### src/rtl/dcc_pkg.sv
package dcc_pkg;
   localparam int unsigned LOCK_BUDGET = 6;

   typedef enum logic [1:0] {
      ACT_HOLD  = 2'd0,
      ACT_SET   = 2'd1,
      ACT_CLEAR = 2'd2
   } latch_act_e;
endpackage

### src/rtl/dcc_rise_shot.sv
module dcc_rise_shot #(
   parameter int unsigned SYNC = 2
) (
   input  logic clk,
   input  logic rst_n,
   input  logic sig_in,
   output logic rise
);
   logic level;
   logic level_d;

   generate
      if (SYNC == 0) begin : g_direct
         assign level = sig_in;
      end else begin : g_chain
         logic [SYNC-1:0] stages;
         always_ff @(posedge clk or negedge rst_n) begin
            if (!rst_n) stages <= '0;
            else        stages <= (stages << 1) | SYNC'(sig_in);
         end
         assign level = stages[SYNC-1];
      end
   endgenerate

   always_ff @(posedge clk or negedge rst_n) begin
      if (!rst_n) level_d <= 1'b0;
      else        level_d <= level;
   end

   assign rise = level & ~level_d;

   // one pulse per edge
   a_r4_rise_single: assert property (@(posedge clk) disable iff (!rst_n)
      rise |=> !rise);
endmodule

### src/rtl/dcc_fall_timer.sv
module dcc_fall_timer #(
   parameter int unsigned COARSE_W = 8
) (
   input  logic                clk,
   input  logic                rst_n,
   input  logic                en,
   input  logic                rise,
   input  logic [COARSE_W-1:0] half_coarse,
   output logic                fall
);
   logic [COARSE_W-1:0] cnt;
   logic [COARSE_W-1:0] cur;
   logic                done;
   logic                done_eff;

   assign cur      = rise ? '0 : cnt;
   assign done_eff = rise ? 1'b0 : done;
   assign fall     = en && !done_eff && (cur == half_coarse);

   always_ff @(posedge clk or negedge rst_n) begin
      if (!rst_n) begin
         cnt  <= '1;
         done <= 1'b1;
      end else if (rise) begin
         cnt  <= COARSE_W'(1);
         done <= fall;
      end else begin
         if (cnt != '1) cnt <= cnt + 1'b1;
         if (fall)      done <= 1'b1;
      end
   end

   // a single reset pulse per rising edge
   a_r5_fall_once: assert property (@(posedge clk) disable iff (!rst_n)
      fall |=> (!fall || rise));
endmodule

### src/rtl/dcc_phase_latch.sv
module dcc_phase_latch
   import dcc_pkg::*;
#(
   parameter int unsigned FINE_W = 3,
   localparam int unsigned SLOTS = 1 << FINE_W
) (
   input  logic              clk,
   input  logic              rst_n,
   input  logic              en,
   input  logic              set,
   input  logic              clr,
   input  logic [FINE_W-1:0] slot,
   output logic [SLOTS-1:0]  vec,
   output logic              q
);
   logic [SLOTS-1:0] mask;
   logic [SLOTS-1:0] vec_n;
   logic             q_n;
   latch_act_e       act;

   generate
      for (genvar i = 0; i < SLOTS; i++) begin : g_mask
         assign mask[i] = (i < int'(slot));
      end
   endgenerate

   always_comb begin
      if (set)      act = ACT_SET;
      else if (clr) act = ACT_CLEAR;
      else          act = ACT_HOLD;
      vec_n = '0;
      q_n   = q;
      if (!en) begin
         q_n = 1'b0;
      end else begin
         unique case (act)
            ACT_SET: begin
               vec_n = '1;
               q_n   = 1'b1;
            end
            ACT_CLEAR: begin
               vec_n = q ? mask : '0;
               q_n   = 1'b0;
            end
            default: vec_n = {SLOTS{q}};
         endcase
      end
   end

   always_ff @(posedge clk or negedge rst_n) begin
      if (!rst_n) begin
         vec <= '0;
         q   <= 1'b0;
      end else begin
         vec <= vec_n;
         q   <= q_n;
      end
   end

   // set wins over a coincident reset
   a_r7_set_wins: assert property (@(posedge clk) disable iff (!rst_n)
      (en && set && clr) |=> (vec == '1 && q));
   // a reset leaves the latch clear and the last slot low
   a_r5_clear_low: assert property (@(posedge clk) disable iff (!rst_n)
      (en && clr && !set) |=> (!q && !vec[SLOTS-1]));
   // disabled latch emits nothing
   a_r2_gate_low: assert property (@(posedge clk) disable iff (!rst_n)
      !en |=> (vec == '0));
endmodule

### src/rtl/dcc_half_period_regen.sv
module dcc_half_period_regen
   import dcc_pkg::*;
#(
   parameter int unsigned COARSE_W   = 8,
   parameter int unsigned FINE_W     = 3,
   parameter int unsigned IN_SYNC    = 2,
   parameter int unsigned LOCK_EDGES = 2
) (
   input  logic                       clk,
   input  logic                       rst_n,
   input  logic                       clk_in,
   input  logic                       code_valid,
   input  logic [COARSE_W-1:0]        code_coarse,
   input  logic [FINE_W-1:0]          code_fine,
   output logic                       clk_out,
   output logic [(1 << FINE_W)-1:0]   out_phases,
   output logic                       locked
);
   localparam int unsigned CODE_W = COARSE_W + FINE_W;
   localparam int unsigned LCW    = $clog2(LOCK_EDGES + 1);

   generate
      if (FINE_W < 1 || FINE_W > 4) begin : g_bad_fine
         $error("FINE_W must lie in 1..4");
      end
      if (COARSE_W < 2) begin : g_bad_coarse
         $error("COARSE_W must be at least 2");
      end
      if (LOCK_EDGES < 1 || LOCK_EDGES > LOCK_BUDGET) begin : g_bad_lock
         $error("LOCK_EDGES outside the lock budget");
      end
   endgenerate

   logic [CODE_W-1:0]   half_w;
   logic [COARSE_W-1:0] half_coarse;
   logic [FINE_W-1:0]   half_fine;
   logic                armed;
   logic [LCW-1:0]      edges;
   logic                rise;
   logic                fall;
   logic                q;

   assign half_w = {code_coarse, code_fine} >> 1;

   always_ff @(posedge clk or negedge rst_n) begin
      if (!rst_n) begin
         half_coarse <= '0;
         half_fine   <= '0;
         armed       <= 1'b0;
         edges       <= '0;
         locked      <= 1'b0;
      end else if (code_valid) begin
         half_coarse <= half_w[CODE_W-1:FINE_W];
         half_fine   <= half_w[FINE_W-1:0];
         armed       <= 1'b1;
         edges       <= '0;
         locked      <= 1'b0;
      end else if (armed && rise && edges != LCW'(LOCK_EDGES)) begin
         edges <= edges + 1'b1;
         if (edges == LCW'(LOCK_EDGES - 1)) locked <= 1'b1;
      end
   end

   dcc_rise_shot #(.SYNC(IN_SYNC)) u_rise (
      .clk    (clk),
      .rst_n  (rst_n),
      .sig_in (clk_in),
      .rise   (rise)
   );

   dcc_fall_timer #(.COARSE_W(COARSE_W)) u_timer (
      .clk         (clk),
      .rst_n       (rst_n),
      .en          (armed),
      .rise        (rise),
      .half_coarse (half_coarse),
      .fall        (fall)
   );

   dcc_phase_latch #(.FINE_W(FINE_W)) u_latch (
      .clk   (clk),
      .rst_n (rst_n),
      .en    (armed),
      .set   (rise),
      .clr   (fall),
      .slot  (half_fine),
      .vec   (out_phases),
      .q     (q)
   );

   assign clk_out = out_phases[0];

   // nothing leaves the block before a code is loaded
   a_r2_idle: assert property (@(posedge clk) disable iff (!rst_n)
      !armed |-> (!locked && out_phases == '0));
   // lock only follows an input rising edge
   a_r8_lock_on_edge: assert property (@(posedge clk) disable iff (!rst_n)
      $rose(locked) |-> $past(rise));
   // stuck-high latch keeps the output full
   a_r7_high_full: assert property (@(posedge clk) disable iff (!rst_n)
      (q && $past(q) && armed) |-> (out_phases == '1));
endmodule

### config.mk
export PLATFORM = sky130hd
export DESIGN_NAME = dcc_half_period_regen
export DESIGN_NICKNAME = d
export VERILOG_FILES = /design/src/rtl/dcc_pkg.sv /design/src/rtl/dcc_rise_shot.sv /design/src/rtl/dcc_fall_timer.sv /design/src/rtl/dcc_phase_latch.sv /design/src/rtl/dcc_half_period_regen.sv
export SDC_FILE = /design/constraint.sdc
export NUM_CORES = 1
export LEC_CHECK = 0
export ABC_CLOCK_PERIOD_IN_PS = 3200
export BUFFER_PORTS_ARGS = -buffer_cell sky130_fd_sc_hd__buf_2
export CORE_MARGIN = 4
export CORE_UTILIZATION = 35
export CTS_CLUSTER_DIAMETER = 120
export DETAILED_ROUTE_END_ITERATION = 10
export HOLD_SLACK_MARGIN = 0.12
export PLACE_DENSITY_LB_ADDON = 0.15
export SYNTH_ARGS = -nofsm -noshare
export SYNTH_HDL_FRONTEND = slang
export SYNTH_SLANG_ARGS = --single-unit
### constraint.sdc
create_clock -name clk -period 3.2 [get_ports clk]
set_input_delay 0.16 -clock clk [delete_from_list [all_inputs] [get_ports clk]]
set_output_delay 0.16 -clock clk [all_outputs]
set_load 0.05 [all_outputs]
Word-level counts from Yosys, hierarchy flattened
Index checks and enable logic that the tools add are counted.
- eq/ne operators: 7
- $lt $le $gt $ge: 7
- bitwise operators: 3
- add/sub/neg operators: 2
- reduce and logical (&&, ||, !) cells: 10
- muxes and demuxes: 18
- operators by type and width (kind ; number):
    two-way mux 8 bit ; 4
    one-hot mux 8 bit (2 select lines) ; 1
    less-than comparator 3 bit (first input constant) ; 3
    adder 8 x 1 -> 8 bit (second input constant) ; 1
    == test 8 x 7 -> 1 bit ; 1
    two-way mux 2 bit ; 4
    != test 8 bit (second input constant) ; 1
    nonzero test 2 bit ; 4
    two-way mux 1 bit ; 7
    two-way mux 7 bit ; 1
    less-than comparator 1 x 3 -> 1 bit (first input constant) ; 2
    less-than comparator 2 x 3 -> 1 bit (first input constant) ; 2
    == test 2 x 1 -> 1 bit (second input constant) ; 2
    logical AND 1 bit ; 4
    != test 3 x 1 -> 1 bit (second input constant) ; 1
    adder 2 x 1 -> 2 bit (second input constant) ; 1
    == test 2 bit (second input constant) ; 1
    != test 2 bit (second input constant) ; 1
    bitwise OR 2 x 1 -> 2 bit ; 1
    one-hot mux 1 bit (2 select lines) ; 1
    AND reduction 2 bit ; 1
    AND 1 bit ; 1
    logical NOT 1 bit ; 1
    inverter 1 bit ; 1
- register bits: 35
- output and inout port bits: 10
- bits of input ports: 15
- word-level logic and storage cells: 58

Depth between registers and ports, before layout
- word-level depth: 11
- depth in mapped cells: 7
- gate-level depth less buffers: 6

Hierarchy
Synthesis repeated with hierarchy kept, for this count alone.
- cell total of the unflattened synthesis: 145
- area, all modules: 1717.9 µm²
- by module, submodules not included (module ; instances ; area each (µm²) ; cells each):
    dcc_fall_timer ; 1 ; 644.4 ; 72
    dcc_half_period_regen ; 1 ; 634.4 ; 42
    dcc_phase_latch ; 1 ; 350.3 ; 27
    dcc_rise_shot ; 1 ; 88.8 ; 4

Worst setup path after synthesis
OpenSTA, ideal clock, no wires.
- path type: register to register
- start: register u_timer.cnt[3]
- end: register u_latch.vec[1]
- path slack: 1.375 ns
- cell stages (with the launch flop): 8
- setup time: 0.100 ns
- arrival time: 1.726 ns
- buffers on the path: 2
- data required time: 3.100 ns
- cell sequence: dfstp_2 -> buf_2 -> nand2_1 -> nor4_1 -> a211oi_1 -> o41a_1 -> buf_6 -> a311oi_1
- longest elaborated chain between the ends: 8
- elaborated cells between the ends (all ways): 9
- ends and longest elaborated chain (item ; RTL line ; source):
    start: declaration ; dcc_fall_timer.sv:11 ; logic [COARSE_W-1:0] cnt;
    start signal: assignment ; dcc_fall_timer.sv:28 ; if (cnt != '1) cnt <= cnt + 1'b1;
    two-way mux 8 bit * ; dcc_fall_timer.sv:16 ; assign cur = rise ? '0 : cnt;
    == test 8 x 7 -> 1 bit * ; dcc_fall_timer.sv:18 ; assign fall = en && !done_eff && (cur == half_coarse);
    logical AND 1 bit * ; dcc_fall_timer.sv:18 ;
    two-way mux 2 bit * ; dcc_phase_latch.sv:29 ; else if (clr) act = ACT_CLEAR;
    two-way mux 2 bit * ; dcc_phase_latch.sv:28 ; if (set) act = ACT_SET;
    == test 2 bit / == test 2 x 1 -> 1 bit (equally long branches) ; dcc_phase_latch.sv:36 ; unique case (act)
    one-hot mux 8 bit (2 select lines) * ; dcc_phase_latch.sv:36 ;
    two-way mux 8 bit * ; dcc_phase_latch.sv:33 ; if (!en) begin
    named net u_latch.vec_n[1] ; dcc_phase_latch.sv:17 ; logic [SLOTS-1:0] vec_n;
    end signal: assignment ; dcc_phase_latch.sv:55 ; vec <= vec_n;
    end: declaration ; dcc_phase_latch.sv:13 ; output logic [SLOTS-1:0] vec,
Mark *: on every way through the listed nets, which the timed path passes. The rest lies on a longest branch.
A chain may end at the register's enable or synchronous reset.

Worst setup path after layout
- start: register u_rise.level_d
- end: register u_latch.vec[3]
- longest elaborated chain between the ends: 11
- elaborated cells between the ends (all ways): 14
- ends and longest elaborated chain (item ; RTL line ; source):
    start: declaration ; dcc_rise_shot.sv:10 ; logic level_d;
    start signal: assignment ; dcc_rise_shot.sv:27 ; else level_d <= level;
    inverter 1 bit * ; dcc_rise_shot.sv:30 ; assign rise = level & ~level_d;
    AND 1 bit * ; dcc_rise_shot.sv:30 ;
    parallel branches: the longest is 5 deep, another holds two-way mux 8 bit ; -- ;
    two-way mux 2 bit * ; dcc_phase_latch.sv:28 ;
    == test 2 bit / == test 2 x 1 -> 1 bit (equally long branches) ; dcc_phase_latch.sv:36 ;
    one-hot mux 8 bit (2 select lines) * ; dcc_phase_latch.sv:36 ;
    two-way mux 8 bit * ; dcc_phase_latch.sv:33 ;
    named net u_latch.vec_n[3] ; dcc_phase_latch.sv:17 ;
Mark *: on every way through the listed nets, which the timed path passes.

==> metrics <==
outcome finished clean; XOR/XNOR Fraction of Synth Area 0.03139; clk buf depth 2; largest net degree at the start of global routing 36; Via Count 1,283; Cells after Synth 152; number of global-route vias before repair 1,198; count of antenna diodes in the layout 0; Slew headroom 0.4650; Worst setup EP type flip-flop; Worst-Skew Late Latency 0.28 ns; largest area contributor in the netlist dfrtp_1; Compound-Gate Fraction of Synth Area 0.1338; YS warnings 0; DR vias/cell 5.346; Layout area overhead 19.96%; Final min period 2.200 ns; commonest non-fill, non-tap cell in the layout dfrtp_1; Final Util 0.4458; Die X 77.16 µm; final wirelength 3422 µm; RSZ-0062 raised after global routing no; hold wc startpoint code_valid; clock-pin slew on the worst setup and hold paths 0.07 ns; ranking of synthesized cells by area dfrtp_1 39%, dfstp_2 14%, mux2_2 6.7%, a211oi_1 4.0%, nor2_1 3.8%; Fin. Hold Viols 0; first-pass detailed-route iteration total 4; max_cap viols 0; Clock Sinks 35; final instance area 2008 µm²; Worst Setup Path Type reg2reg; All-Layer GR Usage 0.1237; global-route wire length before repair 5775 µm; VDD IR max 247.7 µV; Reg2Reg Depth 6; PortBufs 23; Die ar. 5954 µm²; starting density of the core 0.3717; Post-Synth Adder-Cell Area 0.02242; FP Rows 24; synthesized area per cell 11.01 µm²; PwrDens 545.2 nW/µm²; drt initial violations 63; Root Driver clkbuf_8; register area share after synthesis 0.5299; mapped cell area 1674 µm²; post-route ant nets 0; total CTS buffers 5; Placed Cells 220; Tot Pwr 1.095 mW; layout cell share with drive strength beyond 1 0.2979; Slew @ Worst Pin 0.8025 ns; Area after DPL 1807 µm²; post-synthesis cell type count 38; depth of the worst hold-timing path 2; most frequent cells in the layout 26 x dfrtp_1, 23 x buf_2, 17 x nor2_1; Synth Area in Simple Gates 0.1697; fin nets 205; post-route DRC violation count 0; worst path arrival time 2.33 ns; GPL Wtd Cong 0.7900; Pleak 0.7804 nW; Critical Path Source u_rise.level_d; f_max 0.4546 GHz; Setup crit start kind flip-flop; dpl ws 1.044 ns; Finished Layout Cells 240; worst-path fanout max 18; Syn Nets 170; worst setup margin 1.000 ns; Setup TNS Final 0 ns; WP data required 3.33 ns; Top Ports 25; Final Skew 0.004225 ns; final setup vio count 0; Post-CTS Resized 0; hold_ws 0.2564 ns; initial antenna violation count 0; Avg WL per Cell 14.26 µm; core area 4504 µm²; post-synthesis mux area share 0.07324; top-area cell type share of the netlist area 0.3886; number of synthesized register bits 35; CTS tree built; H-tree levels 2; r2r startpoint u_rise.level_d; gr ovfl total 0; die height 77.16 µm; max-slew violation count 0; worst hold path class in2reg; fin crit share 0.6874; DP HPWL 2308 µm; main combinational cell family by area after synthesis simple AND/OR/NAND/NOR gates
-- cells in the mapped netlist, drive strengths merged --
master	instances
buf	6
mux2	10
o41a	1
inv	2
or2	1
xor2	3
clkbuf	2
and3	1
mux2i	1
a21o	1
a311oi	5
o21a	1
a211oi	9
nor4b	1
dfrtp	26
nand2	12
nor3b	1
a31oi	1
o211ai	2
xnor2	3
nor2b	1
dfstp	9
or3	1
nand3	4
nand2b	1
nand4	2
clkinv	1
o21ai	9
nor4	4
a21oi	3
nor3	8
nor2	17
ha	3
-- metal layers --
metal,vias up,part of all wire,GRT usage
met5,-,0,0
met4,0,0.022,0.04982
met3,11,0.050,0.03747
met2,40,0.48,0.1969
met1,612,0.45,0.1563
li1,620,-,-
-- state kept, by name, summed over array words and instances (netlist names), 2 cells and up --
register	count
half_fine	3
u_timer.cnt	8
u_latch.vec	8
edges	2
u_rise.g_chain.stages	2
half_coarse	7
-- worst paths after layout --
kind	endpoint	slack [ns]
max	u_latch.vec[3]	1.00
min	edges[0]	0.26
max reg2reg	u_latch.vec[3]	1.00
min reg2reg	u_rise.g_chain.stages[1]	0.36
max in group asynchronous	half_coarse[5]	2.18
min in group asynchronous	u_latch.vec[7]	0.52
-- critical path: stages (launching register included) --
cell and delay, ns:
dfrtp_1 0.39, nand2b_1 0.14, buf_4 0.22, o21ai_0 0.11, a211oi_1 0.64, o41a_1 0.44
a311oi_1 0.10
-- what timing repair did --
| action | 4_1_cts | 5_1_grt |
|---|---|---|
| endpoints found under the hold margin | 36 | 1 |
| buffers inserted | 0 | 0 |
| hold buffers | 11 | 1 |
| endpoints found under the setup margin | 0 | 0 |
-- logic make-up after synthesis --
group,count (synthesis)
simple gates,54
xor+xnor,6
buf+inv,11
flops,35
compound gates,32
mux,11
fa+ha+maj,3
-- final cells by class --
class / instances / area, µm²
fill: 435 / 2496
timing repair buffer: 36 / 242.7
multi-input combinational: 106 / 720.7
tap: 52 / 65.06
sequential: 35 / 887.1
clock buffer: 7 / 76.32
clock inverter: 1 / 5.005
inverter: 3 / 11.26
-- power by group --
part,switching (mW),internal (mW)
logic,0.129,0.0894
registers,0.0611,0.509
clock network,0.153,0.153
Note: power is estimated with default switching activity, not from simulation.
